<file path="src/rtl/spi_frame_pkg.sv">
// Shared constants and types for the serial frame controller.
// Assumes the 16-bit frame layout: select(2) | command(6) | data(8).
package spi_frame_pkg;
    localparam int SEL_W = 2;
    localparam int CMD_W = 6;
    localparam logic [SEL_W-1:0] SEL_MATCH = 2'b10;
    localparam logic [CMD_W-1:0] CMD_READ_DIAG = 6'b000001;
    localparam logic [CMD_W-1:0] CMD_WRITE_CTRL = 6'b000010;

    typedef enum logic [1:0] {
        ACT_NONE  = 2'd0,
        ACT_READ  = 2'd1,
        ACT_WRITE = 2'd2
    } frame_act_e;
endpackage

</file>
<file path="src/rtl/spi_in_sync.sv">
// Multi-stage synchronizer for a bundle of asynchronous single-bit inputs.
// Assumes each bit is independent; RST_VAL sets each bit's idle level.
module spi_in_sync #(
    parameter int W = 3,
    parameter int STAGES = 2,
    parameter logic [W-1:0] RST_VAL = '0
) (
    input  logic         clk,
    input  logic         rst_n,
    input  logic [W-1:0] d_async,
    output logic [W-1:0] q_sync
);
    logic [STAGES-1:0][W-1:0] pipe;

    // Shift the raw inputs through the synchronizer stages.
    always_ff @(posedge clk) begin
        if (!rst_n) begin
            pipe <= {STAGES{RST_VAL}};
        end else begin
            pipe[0] <= d_async;
            for (int s = 1; s < STAGES; s++) begin
                pipe[s] <= pipe[s-1];
            end
        end
    end

    assign q_sync = pipe[STAGES-1];
endmodule

</file>
<file path="src/rtl/spi_shift_core.sv">
// Receive/transmit shift registers, edge counter and select-field check.
// Assumes edge strobes are single-cycle and mutually exclusive for the serial clock.
module spi_shift_core #(
    parameter int FRAME_W = 16,
    parameter int CH_W = 6,
    localparam int CNT_W = $clog2(FRAME_W + 2),
    localparam int BYTE_W = FRAME_W / 2
) (
    input  logic              clk,
    input  logic              rst_n,
    input  logic              cs_act,
    input  logic              cs_start,
    input  logic              sclk_lvl,
    input  logic              sclk_rise,
    input  logic              sclk_fall,
    input  logic              si_lvl,
    input  logic [FRAME_W-1:0] diag_word,
    output logic [BYTE_W-1:0] instr_byte,
    output logic [CH_W-1:0]   ch_field,
    output logic [CNT_W-1:0]  bit_cnt,
    output logic              edge_err,
    output logic              sel_bad,
    output logic              so_bit
);
    localparam logic [CNT_W-1:0] CNT_MAX = CNT_W'(FRAME_W + 1);

    logic [FRAME_W-1:0] rx_sr;
    logic [FRAME_W-1:0] tx_sr;

    // Frame start loads the snapshot; serial edges shift while select is active.
    always_ff @(posedge clk) begin
        if (!rst_n) begin
            rx_sr    <= '0;
            tx_sr    <= '0;
            bit_cnt  <= '0;
            edge_err <= 1'b0;
            sel_bad  <= 1'b0;
        end else if (cs_start) begin
            rx_sr    <= '0;
            tx_sr    <= diag_word;
            bit_cnt  <= '0;
            edge_err <= sclk_lvl;
            sel_bad  <= 1'b0;
        end else if (cs_act) begin
            if (sclk_fall) begin
                rx_sr <= {rx_sr[FRAME_W-2:0], si_lvl};
                if (bit_cnt != CNT_MAX) begin
                    bit_cnt <= bit_cnt + 1'b1;
                end
                if (bit_cnt == CNT_W'(1)) begin
                    sel_bad <= !(rx_sr[0] && !si_lvl);
                end
            end
            if (sclk_rise && bit_cnt != '0) begin
                tx_sr <= {tx_sr[FRAME_W-2:0], 1'b0};
            end
        end
    end

    assign instr_byte = rx_sr[FRAME_W-1 -: BYTE_W];
    assign ch_field   = rx_sr[CH_W-1:0];
    assign so_bit     = tx_sr[FRAME_W-1];
endmodule

</file>
<file path="src/rtl/spi_cmd_decode.sv">
// Frame validation at select release and decoding into single-cycle strobes.
// Assumes commit_evt is a one-cycle strobe at the rising edge of select.
module spi_cmd_decode
    import spi_frame_pkg::*;
#(
    parameter int FRAME_W = 16,
    parameter int CH_W = 6,
    localparam int CNT_W = $clog2(FRAME_W + 2),
    localparam int BYTE_W = FRAME_W / 2
) (
    input  logic              clk,
    input  logic              rst_n,
    input  logic              commit_evt,
    input  logic [CNT_W-1:0]  bit_cnt,
    input  logic              edge_err,
    input  logic              sclk_lvl,
    input  logic [BYTE_W-1:0] instr_byte,
    input  logic [CH_W-1:0]   ch_field,
    output logic              ctrl_we,
    output logic [CH_W-1:0]   ctrl_bits,
    output logic              rd_diag_pulse
);
    frame_act_e act;
    logic       frame_ok;

    // Qualify the frame: exact count, clean select edges, device addressed.
    always_comb begin
        frame_ok = commit_evt && (bit_cnt == CNT_W'(FRAME_W)) && !edge_err && !sclk_lvl
                   && (instr_byte[BYTE_W-1 -: SEL_W] == SEL_MATCH);
        act = ACT_NONE;
        if (frame_ok) begin
            case (instr_byte[CMD_W-1:0])
                CMD_READ_DIAG:  act = ACT_READ;
                CMD_WRITE_CTRL: act = ACT_WRITE;
                default:        act = ACT_NONE;
            endcase
        end
    end

    // Register the strobes and the channel bits.
    always_ff @(posedge clk) begin
        if (!rst_n) begin
            ctrl_we       <= 1'b0;
            rd_diag_pulse <= 1'b0;
            ctrl_bits     <= '0;
        end else begin
            ctrl_we       <= (act == ACT_WRITE);
            rd_diag_pulse <= (act == ACT_READ);
            if (act == ACT_WRITE) begin
                ctrl_bits <= ch_field;
            end
        end
    end
endmodule

</file>
<file path="src/rtl/spi_frame_ctrl.sv">
// Top: serial slave frame controller for a six-channel driver.
// Assumes clk >= 4x the serial clock; pins are asynchronous to clk.
module spi_frame_ctrl #(
    parameter int FRAME_W = 16,
    parameter int CH_W = 6,
    parameter int SYNC_STAGES = 2,
    localparam int CNT_W = $clog2(FRAME_W + 2),
    localparam int BYTE_W = FRAME_W / 2
) (
    input  logic               clk,
    input  logic               rst_n,
    input  logic               sclk_in,
    input  logic               si_in,
    input  logic               cs_n_in,
    input  logic [FRAME_W-1:0] diag_word,
    output logic               so_out,
    output logic               so_oe,
    output logic               ctrl_we,
    output logic [CH_W-1:0]    ctrl_bits,
    output logic               rd_diag_pulse
);
    logic [2:0]        pins_sync;
    logic              sclk_lvl, si_lvl, cs_n_lvl;
    logic              sclk_prev, cs_n_prev;
    logic              sclk_rise, sclk_fall, cs_start, cs_rise, cs_act;
    logic [BYTE_W-1:0] instr_byte;
    logic [CH_W-1:0]   ch_field;
    logic [CNT_W-1:0]  bit_cnt;
    logic              edge_err, sel_bad, so_bit;

    spi_in_sync #(.W(3), .STAGES(SYNC_STAGES), .RST_VAL(3'b100)) u_sync (
        .clk(clk), .rst_n(rst_n),
        .d_async({cs_n_in, si_in, sclk_in}),
        .q_sync(pins_sync)
    );

    assign sclk_lvl = pins_sync[0];
    assign si_lvl   = pins_sync[1];
    assign cs_n_lvl = pins_sync[2];

    // Hold the previous synchronized levels for edge detection.
    always_ff @(posedge clk) begin
        if (!rst_n) begin
            sclk_prev <= 1'b0;
            cs_n_prev <= 1'b1;
        end else begin
            sclk_prev <= sclk_lvl;
            cs_n_prev <= cs_n_lvl;
        end
    end

    assign sclk_rise = sclk_lvl && !sclk_prev;
    assign sclk_fall = !sclk_lvl && sclk_prev;
    assign cs_start  = !cs_n_lvl && cs_n_prev;
    assign cs_rise   = cs_n_lvl && !cs_n_prev;
    assign cs_act    = !cs_n_lvl;

    spi_shift_core #(.FRAME_W(FRAME_W), .CH_W(CH_W)) u_shift (
        .clk(clk), .rst_n(rst_n),
        .cs_act(cs_act), .cs_start(cs_start),
        .sclk_lvl(sclk_lvl), .sclk_rise(sclk_rise), .sclk_fall(sclk_fall),
        .si_lvl(si_lvl), .diag_word(diag_word),
        .instr_byte(instr_byte), .ch_field(ch_field), .bit_cnt(bit_cnt),
        .edge_err(edge_err), .sel_bad(sel_bad), .so_bit(so_bit)
    );

    spi_cmd_decode #(.FRAME_W(FRAME_W), .CH_W(CH_W)) u_dec (
        .clk(clk), .rst_n(rst_n),
        .commit_evt(cs_rise), .bit_cnt(bit_cnt), .edge_err(edge_err),
        .sclk_lvl(sclk_lvl), .instr_byte(instr_byte), .ch_field(ch_field),
        .ctrl_we(ctrl_we), .ctrl_bits(ctrl_bits), .rd_diag_pulse(rd_diag_pulse)
    );

    assign so_oe  = cs_act && !sel_bad;
    assign so_out = so_bit;
endmodule

</file>
<file path="config.mk">
export PLATFORM = sky130hd
export DESIGN_NAME = spi_frame_ctrl
export DESIGN_NICKNAME = d
export VERILOG_FILES = /design/src/rtl/spi_frame_pkg.sv /design/src/rtl/spi_in_sync.sv /design/src/rtl/spi_shift_core.sv /design/src/rtl/spi_cmd_decode.sv /design/src/rtl/spi_frame_ctrl.sv
export SDC_FILE = /design/constraint.sdc
export NUM_CORES = 1
export LEC_CHECK = 0
export BUFFER_PORTS_ARGS = -buffer_cell sky130_fd_sc_hd__buf_2
export CORE_MARGIN = 2
export CORE_UTILIZATION = 40
export CTS_CLUSTER_SIZE = 8
export DETAILED_ROUTE_END_ITERATION = 8
export GPL_TIMING_DRIVEN = 0
export SYNTH_ARGS = -nofsm -noshare
export SYNTH_HDL_FRONTEND = slang
export SYNTH_SLANG_ARGS = --single-unit
</file>
<file path="constraint.sdc">
create_clock -name clk -period 1.5 [get_ports clk]
set_input_delay 0.45 -clock clk [delete_from_list [all_inputs] [get_ports clk]]
set_output_delay 0.45 -clock clk [all_outputs]
set_load 0.02 [all_outputs]
</file>
# Word-level counts from Yosys, hierarchy flattened

Index checks and enable logic that the tools add are counted.

Register bits: 55
Latch bits: 0
RAM bits: 0
Memory bits (read-only): 0
Input bits: 21
Output and inout port bits: 10
Logic and storage cells: 55
Memories: 0

Add/subtract/negate cells: 1
Multiply operators: 0
Divide/modulo/power cells: 0
$lt $le $gt $ge: 0
Equal/unequal tests: 9
Shift operators: 0
Multiplexer cells: 5
Bitwise operators: 2
Reduce and logical (&&, ||, !) cells: 26

Operators with widths:

| kind                  | number |
|---|---|
| $mux W16              | 3 |
| $logic_and A1 B1 Y1   | 11 |
| $logic_not A1 Y1      | 8 |
| $eq A6 B1 Y1 const B  | 1 |
| $eq A6 B2 Y1 const B  | 1 |
| $reduce_and A3 Y1     | 2 |
| $add A5 B1 Y5 const B | 1 |
| $eq A5 B1 Y1 const B  | 1 |
| $eq A5 B5 Y1 const B  | 1 |
| $ne A5 B5 Y1 const B  | 1 |
| $reduce_bool A5 Y1    | 1 |
| $eq A2 B2 Y1 const B  | 2 |
| $pmux W2 S2           | 1 |
| $reduce_and A2 Y1     | 2 |
| $eq A2 B1 Y1 const B  | 1 |
| $mux W2               | 1 |
| $ne A2 B2 Y1 const B  | 1 |
| $not A1 Y1            | 2 |
| $reduce_bool A2 Y1    | 1 |
| $reduce_or A2 Y1      | 1 |

# Depth between registers and ports, before layout

Depth in word-level cells: 8
Depth in mapped cells: 8
Depth with buffers taken out: 6

# Hierarchy

A second synthesis with hierarchy kept.

Cell total of the unflattened synthesis: 282
Area, all modules: 2,394.8 um^2

By module, submodules not included:

| module         | times used | cells each | area each (um^2) | sequential area each (um^2) |
|---|---|---|---|---|
| spi_shift_core | 1          | 220        | 1,752.9          | 780.7 |
| spi_cmd_decode | 1          | 37         | 375.4            | 160.2 |
| spi_in_sync    | 1          | 15         | 180.2            | 120.1 |
| spi_frame_ctrl | 1          | 10         | 86.3             | 40.0 |

# Worst setup path before layout

Ideal clock, no wire load.

Path kind: flip-flop to flip-flop
From: register u_shift.bit_cnt[0]
To: register u_shift.tx_sr[1]
Library setup time: 0.136 ns
Arrival time: 1.520 ns
Data required time: 1.364 ns
Path slack: -0.157 ns
Cell stages (with the launch flop): 9
Path buffers: 2
Clock period less this slack: 1.657 ns
Path through: dfxtp_1 -> inv_1 -> ha_1 -> or4b_4 -> and3_1 -> buf_6 -> buf_6 -> nand2_1 -> a31oi_1

Longest elaborated chain between the ends: 4

Ends and longest elaborated chain:

| what                         | RTL line             | RTL |
|---|---|---|
| from (decl)                  | spi_shift_core.sv:20 | `output logic [CNT_W-1:0] bit_cnt,` |
| from (signal assigned)       | spi_shift_core.sv:48 | `bit_cnt <= bit_cnt + 1'b1;` |
| $reduce_bool A5 Y1           | spi_shift_core.sv:54 | `if (sclk_rise && bit_cnt != '0) begin` |
| $logic_and A1 B1 Y1          | spi_shift_core.sv:54 |  |
| $reduce_bool A2 Y1 (no line) | -                    |  |
| $reduce_and A2 Y1 (no line)  | -                    |  |
| to (signal assigned)         | spi_shift_core.sv:40 | `tx_sr <= diag_word;` |
| to (signal assigned)         | spi_shift_core.sv:55 | `tx_sr <= {tx_sr[FRAME_W-2:0], 1'b0};` |
| to (decl)                    | spi_shift_core.sv:28 | `logic [FRAME_W-1:0] tx_sr;` |

Every way passes these cells.
A chain may end at the register's enable or synchronous reset.

# Worst setup path after layout

From: register u_shift.bit_cnt[1]
To: register u_shift.tx_sr[9]

The elaborated chain is that of the path after synthesis.

==> flow_summary.toml <==
[global_routing]
gr-total-overflow = 0
grt_start_max_net_pins = 16
grt_antenna_before_repair = 0
grt.total_usage_pct = 16.4
first_global_vias = 1678
grt_first_pass_wirelength_mm = 7.86

[floorplanning]
die_y_um = 77.9
die-width_um = 77.9
io_pins = 31
core.rowCount = 26
initial_core_util_pct = 42.2
die_area_mm2 = 0.00606
std_cell_core_area_mm2 = 0.00517

[sta]
post-route-period-util_pct = 111
final_max_slew_viol_count = 0
setup-tns-final_ns = -2.24
rsz_0062_raised_after_global_routing = "true"
slew-limit-headroom_pct = 70.6
postLayoutSetupSlackWorst_ns = -0.167
worst-slew-pin-transition_ns = 0.441
fin_skew_ns = 0.00365
fmaxAchievable_mhz = 600
hold_viol = 0
setup_viol_count_final = 16
post-route-min-period_ns = 1.67
whs_ns = 0.332

[synth]
yosysWarningCount = 0
yosys-mux-area-fraction_pct = 3.67
synthFlopType = "sky130_fd_sc_hd__dfxtp_1"
ys_types = 33
yosys.area_share.adder_pct = 1.72
netlist_top_cells_area = "sky130_fd_sc_hd__dfxtp_1 50%, sky130_fd_sc_hd__nand2_1 13%, sky130_fd_sc_hd__a31oi_1 4.6%, sky130_fd_sc_hd__a21oi_1 4.1%, sky130_fd_sc_hd__mux2i_1 3.7%"
largest_family_of_logic_cells_by_synthesized_area = "simple AND/OR/NAND/NOR gates"
number_of_synthesized_flops_with_an_enable_pin = 0
netlist.area_leader.share_pct = 50.5
yosysMostFrequentCell = "sky130_fd_sc_hd__nand2_1"
synthesis.area_mm2 = 0.00218
synth-async-reset-ratio_pct = 0
synthesis.nets = 281
synth.ff_latch_count = 55
synth_compound_area_share_pct = 13.8
syn-mean-instance-area_um2 = 8.49
synth-xor-area-share_pct = 1.20
post-synth-top-area-cell = "sky130_fd_sc_hd__dfxtp_1"
seq_area_frac_synth_pct = 50.5
synth_simple_gate_area_share_pct = 24.7
post_synth_top_cells = "76 x sky130_fd_sc_hd__nand2_1, 55 x sky130_fd_sc_hd__dfxtp_1, 18 x sky130_fd_sc_hd__a21oi_1"
post_synth_inst_count = 257

[route]
ant_nets = 0
drt_drc_violations_left = 0
routed_wl_mm = 4.78
viasPerCell = 4.88
routedWlPerCell_um = 12.7
num_vias = 1835
detailedRoute.firstPassIterationCount = 4
starting_drc_count_in_detailed_routing = 78

[place]
routabilityCongestion = 0.701
placed_area_mm2 = 0.00243
placement.setup.worst_slack_ns = -0.276
buffer_ports.inserted = 30
dp.final_hpwl_mm = 3.09

[worst_setup_path]
rrSetupSlack_ns = -0.17
max_stage_delay_cell_worst_path = "sky130_fd_sc_hd__or4b_4"
critical_path.startpoint_type = "flop"
crit_required_ns = 1.73
worstSetupPathType = "reg2reg"
critical-path-top-delay-family = "simple AND/OR/NAND/NOR gates"
worst_path_largest_cell_delay_ns = 0.46
cp_num_buf_inv = 3
setup.worst_path.end_class = "flop"
critical_path.max_fanout = 6
crit_path_cell_trace = "inv_2, ha_4, or4b_4, buf_6, nand3_4, buf_6, nand2_1, a31oi_1"
crit_arrival_ns = 1.90
crit_path_frequent_cell = "sky130_fd_sc_hd__buf_6"

[clock_network]
max-clock-path-buffers = 2
clock-root-buffer = "sky130_fd_sc_hd__clkbuf_8"
hold_buffers = 0
cts_inserted_buffers = 5
cts_max_level = 2
cts.sinks = 55
cts_tree = "built"
worstSkewPairLatency_ns = 0.30
cts.clk_slew.worst_paths_ns = 0.09

[job]
max-cap-violations = 0

[cells_and_area]
drive_above_1_share_pct = 29.4
fillers = 504
num_antenna_cells = 0
area_delta_synth_final_pct = 28.2
multi_input_comb_area_mm2 = 0.00111
post-route-cell-area_mm2 = 0.00280
finish.net_count = 329
regArea_mm2 = 0.00111

[min_path]
hp-class = "in2reg"

[pwr]
total_power_mw = 2.54
worst_ir_drop_vdd_mv = 0.496
leak_nw = 1.05
power.density_mw_per_mm2 = 907

[status]
status = "complete, but fails checks"
failed_checks = "negative setup slack"
## worst reg2reg max path: stages, from the launching register on
cell                      delay (ns)
sky130_fd_sc_hd__dfxtp_2        0.33
sky130_fd_sc_hd__inv_2          0.08
sky130_fd_sc_hd__ha_4           0.13
sky130_fd_sc_hd__or4b_4         0.46
sky130_fd_sc_hd__buf_6          0.14
sky130_fd_sc_hd__nand3_4        0.11
sky130_fd_sc_hd__buf_6          0.14
sky130_fd_sc_hd__nand2_1        0.05
sky130_fd_sc_hd__a31oi_1        0.16
## layout make-up
cell class / instances / area share [%]
clock buffers: 8 / 3.58
plain buffers: 14 / 3.04
flip-flops and latches: 55 / 39.8
repair buffers: 44 / 10.2
multi-input cells: 181 / 39.6
well taps: 70 / 3.13
inverters: 4 / 0.626
## per-stage QoR
step / util [%] / cells
3_5_place_dp: 47.0 / 357
4_1_cts: 52.4 / 373
5_1_grt: 54.1 / 376
2_1_floorplan: - / 257
3_3_place_gp: 47.0 / 357
6_report: 54.1 / 376
## power by group
part	total (mW)	switching, mW	internal (mW)
clock	0.884	0.461	0.423
sequential	1.51	0.0244	1.49
combinational	0.140	0.0792	0.0611
total	2.54	0.565	1.97
## flip-flops by register name, summed over array words and instances, names as in the netlist
| register | count |
|---|---|
| cs_n_prev | 1 |
| sclk_prev | 1 |
| u_dec.ctrl_bits | 6 |
| u_dec.ctrl_we | 1 |
| u_dec.rd_diag_pulse | 1 |
| u_shift.bit_cnt | 5 |
| u_shift.edge_err | 1 |
| u_shift.rx_sr | 16 |
| u_shift.sel_bad | 1 |
| u_shift.tx_sr | 16 |
| u_sync.pipe | 3 |
| u_sync.q_sync | 3 |
## cell usage in the layout, fill, tap and decap left out, types with 8 or more instances in the layout
master,count
sky130_fd_sc_hd__a31oi_1,14
sky130_fd_sc_hd__o21ai_0,16
sky130_fd_sc_hd__nor2_1,9
sky130_fd_sc_hd__nand2_1,66
sky130_fd_sc_hd__mux2i_1,8
sky130_fd_sc_hd__a21oi_1,18
sky130_fd_sc_hd__buf_2,30
sky130_fd_sc_hd__buf_4,10
sky130_fd_sc_hd__dfxtp_1,49
sky130_fd_sc_hd__nand2_2,9
## final timing paths
kind | end | cells after the start | start
worst max-delay path | u_shift.tx_sr[9] | 8 | u_shift.bit_cnt[1]
worst min-delay path | u_sync.pipe[2] | 2 | cs_n_in
worst max register to register | u_shift.tx_sr[9] | 8 | u_shift.bit_cnt[1]
worst min register to register | u_sync.q_sync[2] | 1 | u_sync.pipe[2]
## metal layers
metal  vias up  global-route usage, %  routed length, um
met2        30                   24.4               2170
met3         4                   4.88                179
met4         0                   5.54                 55
met1       847                   22.6               2370
li1        954                      -                  -
met5         -                      0                  0
## what timing repair did
| item | 4_1_cts | 5_1_grt |
|---|---|---|
| resized for setup | 32 | 16 |
| setup buffers | 9 | 3 |
| gates cloned | 2 | 0 |
| setup endpoints to repair | 44 | 34 |
| pin swaps | 20 | 9 |
## kinds of logic (layout without fill, tap and decap cells)
group / count (synthesis) / count (layout)
multiplexers: 8 / 8
buffers and inverters: 21 / 70
AO/OA/AOI/OAI: 52 / 52
AND/OR/NAND/NOR: 115 / 115
XOR/XNOR: 3 / 3
flip-flops: 55 / 55
adder cells (fa/ha/maj): 3 / 3
(Power assumes the default switching activity.)
